===== src/rtl/spi_dreg_pkg.sv =====
package spi_dreg_pkg;
  localparam int unsigned TXE_BIT = 0;
  localparam int unsigned RXF_BIT = 1;

  typedef struct packed {
    logic rd_lo;
    logic rd_hi;
    logic rd_st;
    logic wr_lo;
    logic wr_hi;
  } dreg_acc_t;
endpackage


===== src/rtl/spi_dreg_rx.sv =====
module spi_dreg_rx
  import spi_dreg_pkg::*;
#(
  parameter int unsigned BYTE_W = 8,
  localparam int unsigned WORD_W = 2 * BYTE_W
) (
  input  logic              clk_i,
  input  logic              rst_ni,
  input  logic              mode16_i,
  input  logic              mode_chg_i,
  input  dreg_acc_t         acc_i,
  input  logic              xfer_done_i,
  input  logic [WORD_W-1:0] rx_word_i,
  output logic              rxf_o,
  output logic [BYTE_W-1:0] lo_byte_o,
  output logic [BYTE_W-1:0] hi_byte_o
);
  logic [WORD_W-1:0] rx_q, lat_q;
  logic              rxf_q, lat_v_q, lat_hi_first_q;
  logic              rx_clr;
  logic              lat_open, lat_close;

  // 16-bit latch control
  assign lat_open  = mode16_i && !mode_chg_i && !lat_v_q && (acc_i.rd_lo || acc_i.rd_hi);
  assign lat_close = mode16_i && !mode_chg_i && lat_v_q &&
                     ((acc_i.rd_lo && lat_hi_first_q) || (acc_i.rd_hi && !lat_hi_first_q));
  assign rx_clr    = lat_close || (!mode16_i && !mode_chg_i && acc_i.rd_lo);

  always_ff @(posedge clk_i or negedge rst_ni) begin
    if (!rst_ni) begin
      rx_q  <= '0;
      rxf_q <= 1'b0;
    end else begin
      if (xfer_done_i && !rxf_q) begin
        rx_q  <= rx_word_i;
        rxf_q <= 1'b1;
      end else if (rx_clr) begin
        rxf_q <= 1'b0;
      end
    end
  end

  always_ff @(posedge clk_i or negedge rst_ni) begin
    if (!rst_ni) begin
      lat_q          <= '0;
      lat_v_q        <= 1'b0;
      lat_hi_first_q <= 1'b0;
    end else if (mode_chg_i) begin
      lat_v_q <= 1'b0;
    end else if (lat_open) begin
      lat_q          <= rx_q;
      lat_v_q        <= 1'b1;
      lat_hi_first_q <= acc_i.rd_hi;
    end else if (lat_close) begin
      lat_v_q <= 1'b0;
    end
  end

  always_comb begin
    if (mode16_i && lat_v_q) begin
      lo_byte_o = lat_q[BYTE_W-1:0];
      hi_byte_o = lat_q[WORD_W-1:BYTE_W];
    end else begin
      lo_byte_o = rx_q[BYTE_W-1:0];
      hi_byte_o = mode16_i ? rx_q[WORD_W-1:BYTE_W] : '0;
    end
  end

  assign rxf_o = rxf_q;
endmodule


===== src/rtl/spi_dreg_tx.sv =====
module spi_dreg_tx
  import spi_dreg_pkg::*;
#(
  parameter int unsigned BYTE_W = 8,
  localparam int unsigned WORD_W = 2 * BYTE_W
) (
  input  logic              clk_i,
  input  logic              rst_ni,
  input  logic              mode16_i,
  input  logic              mode_chg_i,
  input  logic              dma_en_i,
  input  dreg_acc_t         acc_i,
  input  logic [BYTE_W-1:0] wdata_i,
  input  logic              tx_load_i,
  output logic [WORD_W-1:0] tx_word_o,
  output logic              txe_o
);
  logic [BYTE_W-1:0] stg_lo_q, stg_hi_q;
  logic              stg_lo_v_q, stg_hi_v_q;
  logic [WORD_W-1:0] tx_q, commit_word;
  logic              txe_q, armed_q;
  logic              allowed, commit8, commit16, commit;

  assign allowed  = txe_q && (dma_en_i || armed_q) && !mode_chg_i;
  assign commit8  = !mode16_i && allowed && acc_i.wr_lo;
  assign commit16 = mode16_i && allowed &&
                    ((acc_i.wr_lo && stg_hi_v_q) || (acc_i.wr_hi && stg_lo_v_q));
  assign commit   = commit8 || commit16;

  always_comb begin
    if (!mode16_i)        commit_word = {{BYTE_W{1'b0}}, wdata_i};
    else if (acc_i.wr_lo) commit_word = {stg_hi_q, wdata_i};
    else                  commit_word = {wdata_i, stg_lo_q};
  end

  always_ff @(posedge clk_i or negedge rst_ni) begin
    if (!rst_ni) begin
      stg_lo_q   <= '0;
      stg_hi_q   <= '0;
      stg_lo_v_q <= 1'b0;
      stg_hi_v_q <= 1'b0;
    end else if (mode_chg_i || commit) begin
      stg_lo_v_q <= 1'b0;
      stg_hi_v_q <= 1'b0;
    end else if (mode16_i && allowed) begin
      if (acc_i.wr_lo) begin
        stg_lo_q   <= wdata_i;
        stg_lo_v_q <= 1'b1;
      end
      if (acc_i.wr_hi) begin
        stg_hi_q   <= wdata_i;
        stg_hi_v_q <= 1'b1;
      end
    end
  end

  always_ff @(posedge clk_i or negedge rst_ni) begin
    if (!rst_ni) begin
      tx_q    <= '0;
      txe_q   <= 1'b1;
      armed_q <= 1'b0;
    end else begin
      if (commit) begin
        tx_q    <= commit_word;
        txe_q   <= 1'b0;
        armed_q <= 1'b0;
      end else begin
        if (tx_load_i && !txe_q)     txe_q   <= 1'b1;
        if (acc_i.rd_st && txe_q)    armed_q <= 1'b1;
      end
    end
  end

  assign tx_word_o = tx_q;
  assign txe_o     = txe_q;
endmodule


===== src/rtl/spi_dreg.sv =====
module spi_dreg
  import spi_dreg_pkg::*;
#(
  parameter int unsigned BYTE_W    = 8,
  parameter int unsigned ADDR_W    = 3,
  parameter int unsigned LO_ADDR   = 6,
  parameter int unsigned HI_ADDR   = 7,
  parameter int unsigned STAT_ADDR = 3,
  localparam int unsigned WORD_W   = 2 * BYTE_W
) (
  input  logic              clk_i,
  input  logic              rst_ni,
  input  logic              mode16_i,
  input  logic              dma_en_i,
  input  logic [ADDR_W-1:0] addr_i,
  input  logic              rd_en_i,
  input  logic              wr_en_i,
  input  logic [BYTE_W-1:0] wdata_i,
  output logic [BYTE_W-1:0] rdata_o,
  output logic              txe_o,
  output logic              rxf_o,
  output logic              dma_req_o,
  input  logic              tx_load_i,
  output logic [WORD_W-1:0] tx_word_o,
  input  logic              xfer_done_i,
  input  logic [WORD_W-1:0] rx_word_i
);
  localparam logic [ADDR_W-1:0] A_LO = ADDR_W'(LO_ADDR);
  localparam logic [ADDR_W-1:0] A_HI = ADDR_W'(HI_ADDR);
  localparam logic [ADDR_W-1:0] A_ST = ADDR_W'(STAT_ADDR);

  dreg_acc_t         acc;
  logic              mode_q, mode_chg;
  logic [BYTE_W-1:0] lo_byte, hi_byte, stat_byte;

  always_comb begin
    acc.rd_lo = rd_en_i && (addr_i == A_LO);
    acc.rd_hi = rd_en_i && (addr_i == A_HI);
    acc.rd_st = rd_en_i && (addr_i == A_ST);
    acc.wr_lo = wr_en_i && (addr_i == A_LO);
    acc.wr_hi = wr_en_i && (addr_i == A_HI);
  end

  always_ff @(posedge clk_i or negedge rst_ni) begin
    if (!rst_ni) mode_q <= 1'b0;
    else         mode_q <= mode16_i;
  end
  assign mode_chg = mode_q != mode16_i;

  spi_dreg_rx #(.BYTE_W(BYTE_W)) u_rx (
    .clk_i       (clk_i),
    .rst_ni      (rst_ni),
    .mode16_i    (mode16_i),
    .mode_chg_i  (mode_chg),
    .acc_i       (acc),
    .xfer_done_i (xfer_done_i),
    .rx_word_i   (rx_word_i),
    .rxf_o       (rxf_o),
    .lo_byte_o   (lo_byte),
    .hi_byte_o   (hi_byte)
  );

  spi_dreg_tx #(.BYTE_W(BYTE_W)) u_tx (
    .clk_i      (clk_i),
    .rst_ni     (rst_ni),
    .mode16_i   (mode16_i),
    .mode_chg_i (mode_chg),
    .dma_en_i   (dma_en_i),
    .acc_i      (acc),
    .wdata_i    (wdata_i),
    .tx_load_i  (tx_load_i),
    .tx_word_o  (tx_word_o),
    .txe_o      (txe_o)
  );

  always_comb begin
    stat_byte          = '0;
    stat_byte[TXE_BIT] = txe_o;
    stat_byte[RXF_BIT] = rxf_o;
  end

  always_comb begin
    unique case (addr_i)
      A_LO:    rdata_o = lo_byte;
      A_HI:    rdata_o = hi_byte;
      A_ST:    rdata_o = stat_byte;
      default: rdata_o = '0;
    endcase
  end

  assign dma_req_o = dma_en_i && txe_o;
endmodule


===== config.mk =====
export PLATFORM = sky130hd
export DESIGN_NAME = spi_dreg
export DESIGN_NICKNAME = d
export VERILOG_FILES = /design/src/rtl/spi_dreg_pkg.sv /design/src/rtl/spi_dreg_rx.sv /design/src/rtl/spi_dreg_tx.sv /design/src/rtl/spi_dreg.sv
export SDC_FILE = /design/constraint.sdc
export NUM_CORES = 1
export LEC_CHECK = 0
export BUFFER_PORTS_ARGS = -buffer_cell sky130_fd_sc_hd__buf_2
export CAP_MARGIN = 0
export CORE_UTILIZATION = 55
export DETAILED_ROUTE_END_ITERATION = 16
export HOLD_SLACK_MARGIN = 0.05
export PLACE_DENSITY = 0.91
export SETUP_SLACK_MARGIN = 0.2
export SLEW_MARGIN = 20
export SYNTH_ARGS = -nofsm -noshare
export SYNTH_HDL_FRONTEND = slang
export SYNTH_SLANG_ARGS = --single-unit

===== constraint.sdc =====
create_clock -name clk_i -period 2.6 [get_ports clk_i]
set_input_delay 0.26 -clock clk_i [delete_from_list [all_inputs] [get_ports clk_i]]
set_output_delay 0.26 -clock clk_i [all_outputs]
set_load 0.02 [all_outputs]

# Yosys cells after proc, flatten, opt, wreduce, memory -nomap -nowiden
# Cells that the tools add are included.
# classes
n_addsub,0
mul,0
div_mod_pow,0
n_lt_le_gt_ge,0
eq_ne,4
shift,0
mux,21
bitwise,2
reduce_logical,52
# op_table
operator,n
two-way mux 16 bit,2
logical AND 1 bit,27
two-way mux 8 bit,3
case mux 8 bit (3 select lines),1
two-way mux 1 bit,15
nonzero test 2 bit,6
logical OR 1 bit,7
== test 3 bit (second input constant),2
zero test 1 bit,6
AND reduction 2 bit,3
AND reduction 3 bit,2
== test 3 x 2 -> 1 bit (second input constant),1
nonzero test 3 bit,1
NOT 1 bit,2
inequality test 1 bit,1
# word_totals
regBits,72
latch_bits,0
ramBits,0
rom_bits,0
inputBits,35
elab_cells,92
mem_count,0

# Longest topological paths before layout
# logic_depth
word_depth,9
mapped_depth,8
ltp_nobuf,5

# Hierarchy
# Synthesis repeated with hierarchy kept, for this count alone.
# hier_totals
cells_unflattened,255
hier_area_um2,3507.1
# by_module_without_submodules
module,n_inst,cells_each,area_each_um2,seq_area_each_um2
spi_dreg_rx,1,108,1641.6,875.8
spi_dreg_tx,1,113,1625.3,902.1
spi_dreg,1,34,240.2,25.0

# Worst setup path before layout
# No wires, ideal clock.
# synth_timing
path_type,input to register
from,input port mode16_i
to,register u_tx.stg_lo_q[0]
setup_ns,0.125
t_arrival_ns,2.139
t_required_ns,2.475
setup_slack_ns,0.337
cell_stages,7
path_cell_list,buf_4 -> inv_1 -> clkbuf_1 -> ha_1 -> nor2b_1 -> nor4b_4 -> mux2_2
# synth_via
elab_chain_len,9
# synth_rtl
element,line,text
start: declaration,spi_dreg.sv:13,"input logic mode16_i,"
inequality test 1 bit,spi_dreg.sv:48,assign mode_chg = mode_q != mode16_i;
zero test 1 bit,spi_dreg_tx.sv:24,assign allowed = txe_q && (dma_en_i || armed_q) && !mode_chg_i;
logical AND 1 bit,spi_dreg_tx.sv:24,
"logical AND 1 bit, on equally long branches","spi_dreg_tx.sv:25, spi_dreg_tx.sv:26, spi_dreg_tx.sv:45",
"logical AND 1 bit, on equally long branches","spi_dreg_tx.sv:25, spi_dreg_tx.sv:26",
logical OR 1 bit,spi_dreg_tx.sv:28,assign commit = commit8 || commit16;
logical OR 1 bit,spi_dreg_tx.sv:42,end else if (mode_chg_i || commit) begin
NOT 1 bit (no line),n/a,
AND reduction 3 bit (no line) *,n/a,
end signal: assignment,spi_dreg_tx.sv:47,stg_lo_q <= wdata_i;
end: declaration,spi_dreg_tx.sv:18,"logic [BYTE_W-1:0] stg_lo_q, stg_hi_q;"
# Mark *: on every way between the ends. The rest lies on a longest branch, timed or not.
# A chain may end at the register's enable or synchronous reset.

# Worst setup path after layout
# layout_timing
from,register u_rx.lat_v_q
to,output port rdata_o[5]
# layout_via
elab_chain_len,3
# layout_rtl
element,line,text
start: declaration,spi_dreg_rx.sv:19,"logic rxf_q, lat_v_q, lat_hi_first_q;"
start signal: assignment,spi_dreg_rx.sv:46,lat_v_q <= 1'b0;
start signal: assignment,spi_dreg_rx.sv:49,lat_v_q <= 1'b0;
start signal: assignment,spi_dreg_rx.sv:52,lat_v_q <= 1'b1;
logical AND 1 bit *,spi_dreg_rx.sv:60,if (mode16_i && lat_v_q) begin
two-way mux 8 bit,spi_dreg_rx.sv:60,
case mux 8 bit (3 select lines) *,spi_dreg.sv:83,unique case (addr_i)
end: declaration,spi_dreg.sv:19,"output logic [BYTE_W-1:0] rdata_o,"
# Marks and branches as above.

==> flow_summary.json <==
{
  "slew_headroom_pct": 60.4,
  "gr-total-overflow": 0,
  "crit_type": "reg -> out",
  "clock_skew_ps": 6.10,
  "cp.arrival_ps": 1940,
  "antenna_found_initial": 0,
  "dr.pass1.iters": 4,
  "syn_area_sq_mm": 0.00345,
  "setup_viol": 0,
  "ff2ff_path_depth": 5,
  "antenna_cells": 0,
  "viasPerCell": 6.39,
  "cts.sinks": 72,
  "portBuffers": 61,
  "seq_area_sq_mm": 0.00180,
  "yosys_warnings": 0,
  "clockRootBuffer": "clkbuf_8",
  "cp_max_fo": 14,
  "synth_commonest_cells": "71 x dfrtp_1, 49 x mux2_2, 23 x mux2i_1",
  "grt_usage_pct": 26.5,
  "cts_tree": "done",
  "synth_edf_count": 0,
  "ios": 62,
  "drive_above_1_share_pct": 42.7,
  "rows": 28,
  "die_w_um": 81.3,
  "antenna_left": 0,
  "grt_setup_unrepaired": "false",
  "synth.distinct_cells": 47,
  "path_clk_slew_ps": 80,
  "die_h_um": 81.3,
  "synthTopCellsByArea": "dfrtp_1 51%, mux2_2 16%, mux2i_1 6.7%",
  "crit_start": "u_rx.lat_v_q",
  "clockBufferDepth": 2,
  "initial_core_util_pct": 57.7,
  "final_cells": 412,
  "synth.most_common_cell": "dfrtp_1",
  "clk_latency_ps": 350,
  "area_growth_pct": 18.3,
  "cp-start-kind": "flip-flop",
  "hold_path_startpoint": "tx_load_i",
  "grt_pass1_vias": 2492,
  "max_freq_ghz": 0.455,
  "hold_class": "in -> reg",
  "fillers": 407,
  "multiInputGateArea_sq_mm": 0.00156,
  "synth_top_area_share_pct": 51.4,
  "drtIter0Drc": 289,
  "syn-num-nets": 307,
  "ys_ff_latch": 72,
  "place_congestion": 0.792,
  "dieArea_sq_mm": 0.00660,
  "hold_depth": 3,
  "ys_seq_area_share_pct": 52.2,
  "grt_max_degree": 70,
  "nets": 369,
  "totalPowerFinal_mw": 3.70,
  "powerDensity_mw_per_mm2": 905,
  "grt_pass1_wl_um": 12800,
  "tns_ps": 0,
  "drc": 0,
  "syn_area_per_cell_sq_um": 12.8,
  "timing.rr.start": "mode_q",
  "final_hold_viol_count": 0,
  "fin_crit_ps": 2200,
  "dp_cells": 395,
  "htreeDepth": 3,
  "reg2reg_slack_ps": 500,
  "netlist_instances": 270,
  "p_leak_nw": 1.94,
  "ir_drop_mv": 0.554,
  "fin_crit_sh_pct": 84.5,
  "rr_endpoint": "u_tx.stg_lo_q[3]",
  "placed_cell_area_sq_mm": 0.00383,
  "slew_violations": 0,
  "yosys.area.top_type": "dfrtp_1",
  "synth_flop_cell": "dfrtp_1",
  "core_area_sq_mm": 0.00599,
  "cts-buffers-inserted": 9,
  "required_ps": 2340,
  "wl_per_cell_um": 19.9,
  "status": "finished, final reports clean",
  "dp.final_hpwl_um": 5360,
  "synthArstFlopShare_pct": 100,
  "hold_ws_ps": 132,
  "routed_wl_um": 8220,
  "fin_area_sq_mm": 0.00409,
  "maxCapViolations": 0,
  "whs_endpoint": "u_tx.txe_o",
  "worst_pin_slew_ps": 592,
  "vias": 2633,
  "critPathCaptureType": "primary output"
}
-- registers in the layout (all words and copies together) (netlist names), 8 cells and up --
signal / cells
u_rx.rx_q: 16
u_rx.lat_q: 16
u_tx.stg_hi_q: 8
u_tx.tx_word_o: 16
u_tx.stg_lo_q: 8
-- cells in the final DEF, fill, tap and decap left out, types with 2 or more instances in the layout --
cell type / n
bufinv_16: 2
and3_1: 2
nand2_1: 3
o41ai_1: 8
o21ai_0: 11
mux2i_1: 23
o22ai_1: 6
nor2b_1: 2
nand3_1: 8
o31ai_1: 8
nor2_1: 4
inv_1: 3
a31oi_1: 9
clkbuf_8: 12
clkinvlp_4: 2
dfrtp_1: 70
a41oi_1: 9
buf_4: 6
and4b_1: 2
nor3_1: 2
buf_2: 61
nand2b_1: 2
mux2_2: 49
ha_1: 2
o21a_1: 3
and4_1: 2
nand4b_1: 2
-- worst max-delay path, cell delays in order, from the launching register on --
cell	delay [ps]
dfrtp_2	600
nand2_1	360
mux2i_1	310
o22ai_1	140
buf_2	190
-- how the worst max path moves through the flow --
stage / endpoint / slack, ps / depth (start not counted)
finish: rdata_o[5] / 400 / 4
global route: rdata_o[3] / 300 / 4
CTS: rdata_o[5] / 200 / 4
detailed placement: u_tx.stg_lo_q[7] / 480 / 6
global placement: u_tx.stg_lo_q[6] / 600 / 6
floorplan: u_tx.stg_lo_q[0] / 340 / 7
-- power by group --
part	total, mW	switching, mW	internal [mW]
Clock	1.04	0.418	0.619
Combinational	0.942	0.471	0.472
Sequential	1.72	0.240	1.48
Total	3.70	1.13	2.57
-- metal layers --
metal  part of all wire (%)  wire, um  global-route usage (%)
met5                      0         0                       0
met4                    2.7       222                    13.2
met3                    7.5       615                    6.63
met2                     49      3990                    40.4
met1                     41      3380                    35.3
-- timing repair --
action	CTS	global route
hold buffers	1	0
buffers inserted	0	0
gates resized for setup	0	1
endpoints found under the setup margin	0	7
endpoints found under the hold margin	71	0
-- stage by stage --
step | worst slack, ps | utilization (%)
detailed placement | 483 | 64.0
CTS | 202 | 68.2
finish | 404 | 68.2
global route | 296 | 68.2
global placement | 596 | 64.0
floorplan | 337 | -
-- cells by family (layout without fill, tap and decap cells) --
group                      Yosys count  after routing  share of synthesized area [%]
AOI/OAI and AO/OA                   61             61                           12.7
muxes                               72             72                           22.6
and+or+nand+nor                     41             41                           8.66
DFF                                 72             72                           52.2
xor gates and xnor gates             1              1                          0.254
adders and majority gates            2              2                          0.724
buffers and inverters               21             88                           2.79
-- area by class of cell --
type,instances,area share [%]
clock buffers,12,4.04
clock inverters,4,1.84
inverters,3,0.276
multi-input cells,177,38.1
flip-flops and latches,72,44.2
well taps,75,2.30
repair buffers,69,9.31
Power figures use the tool's default switching activity.
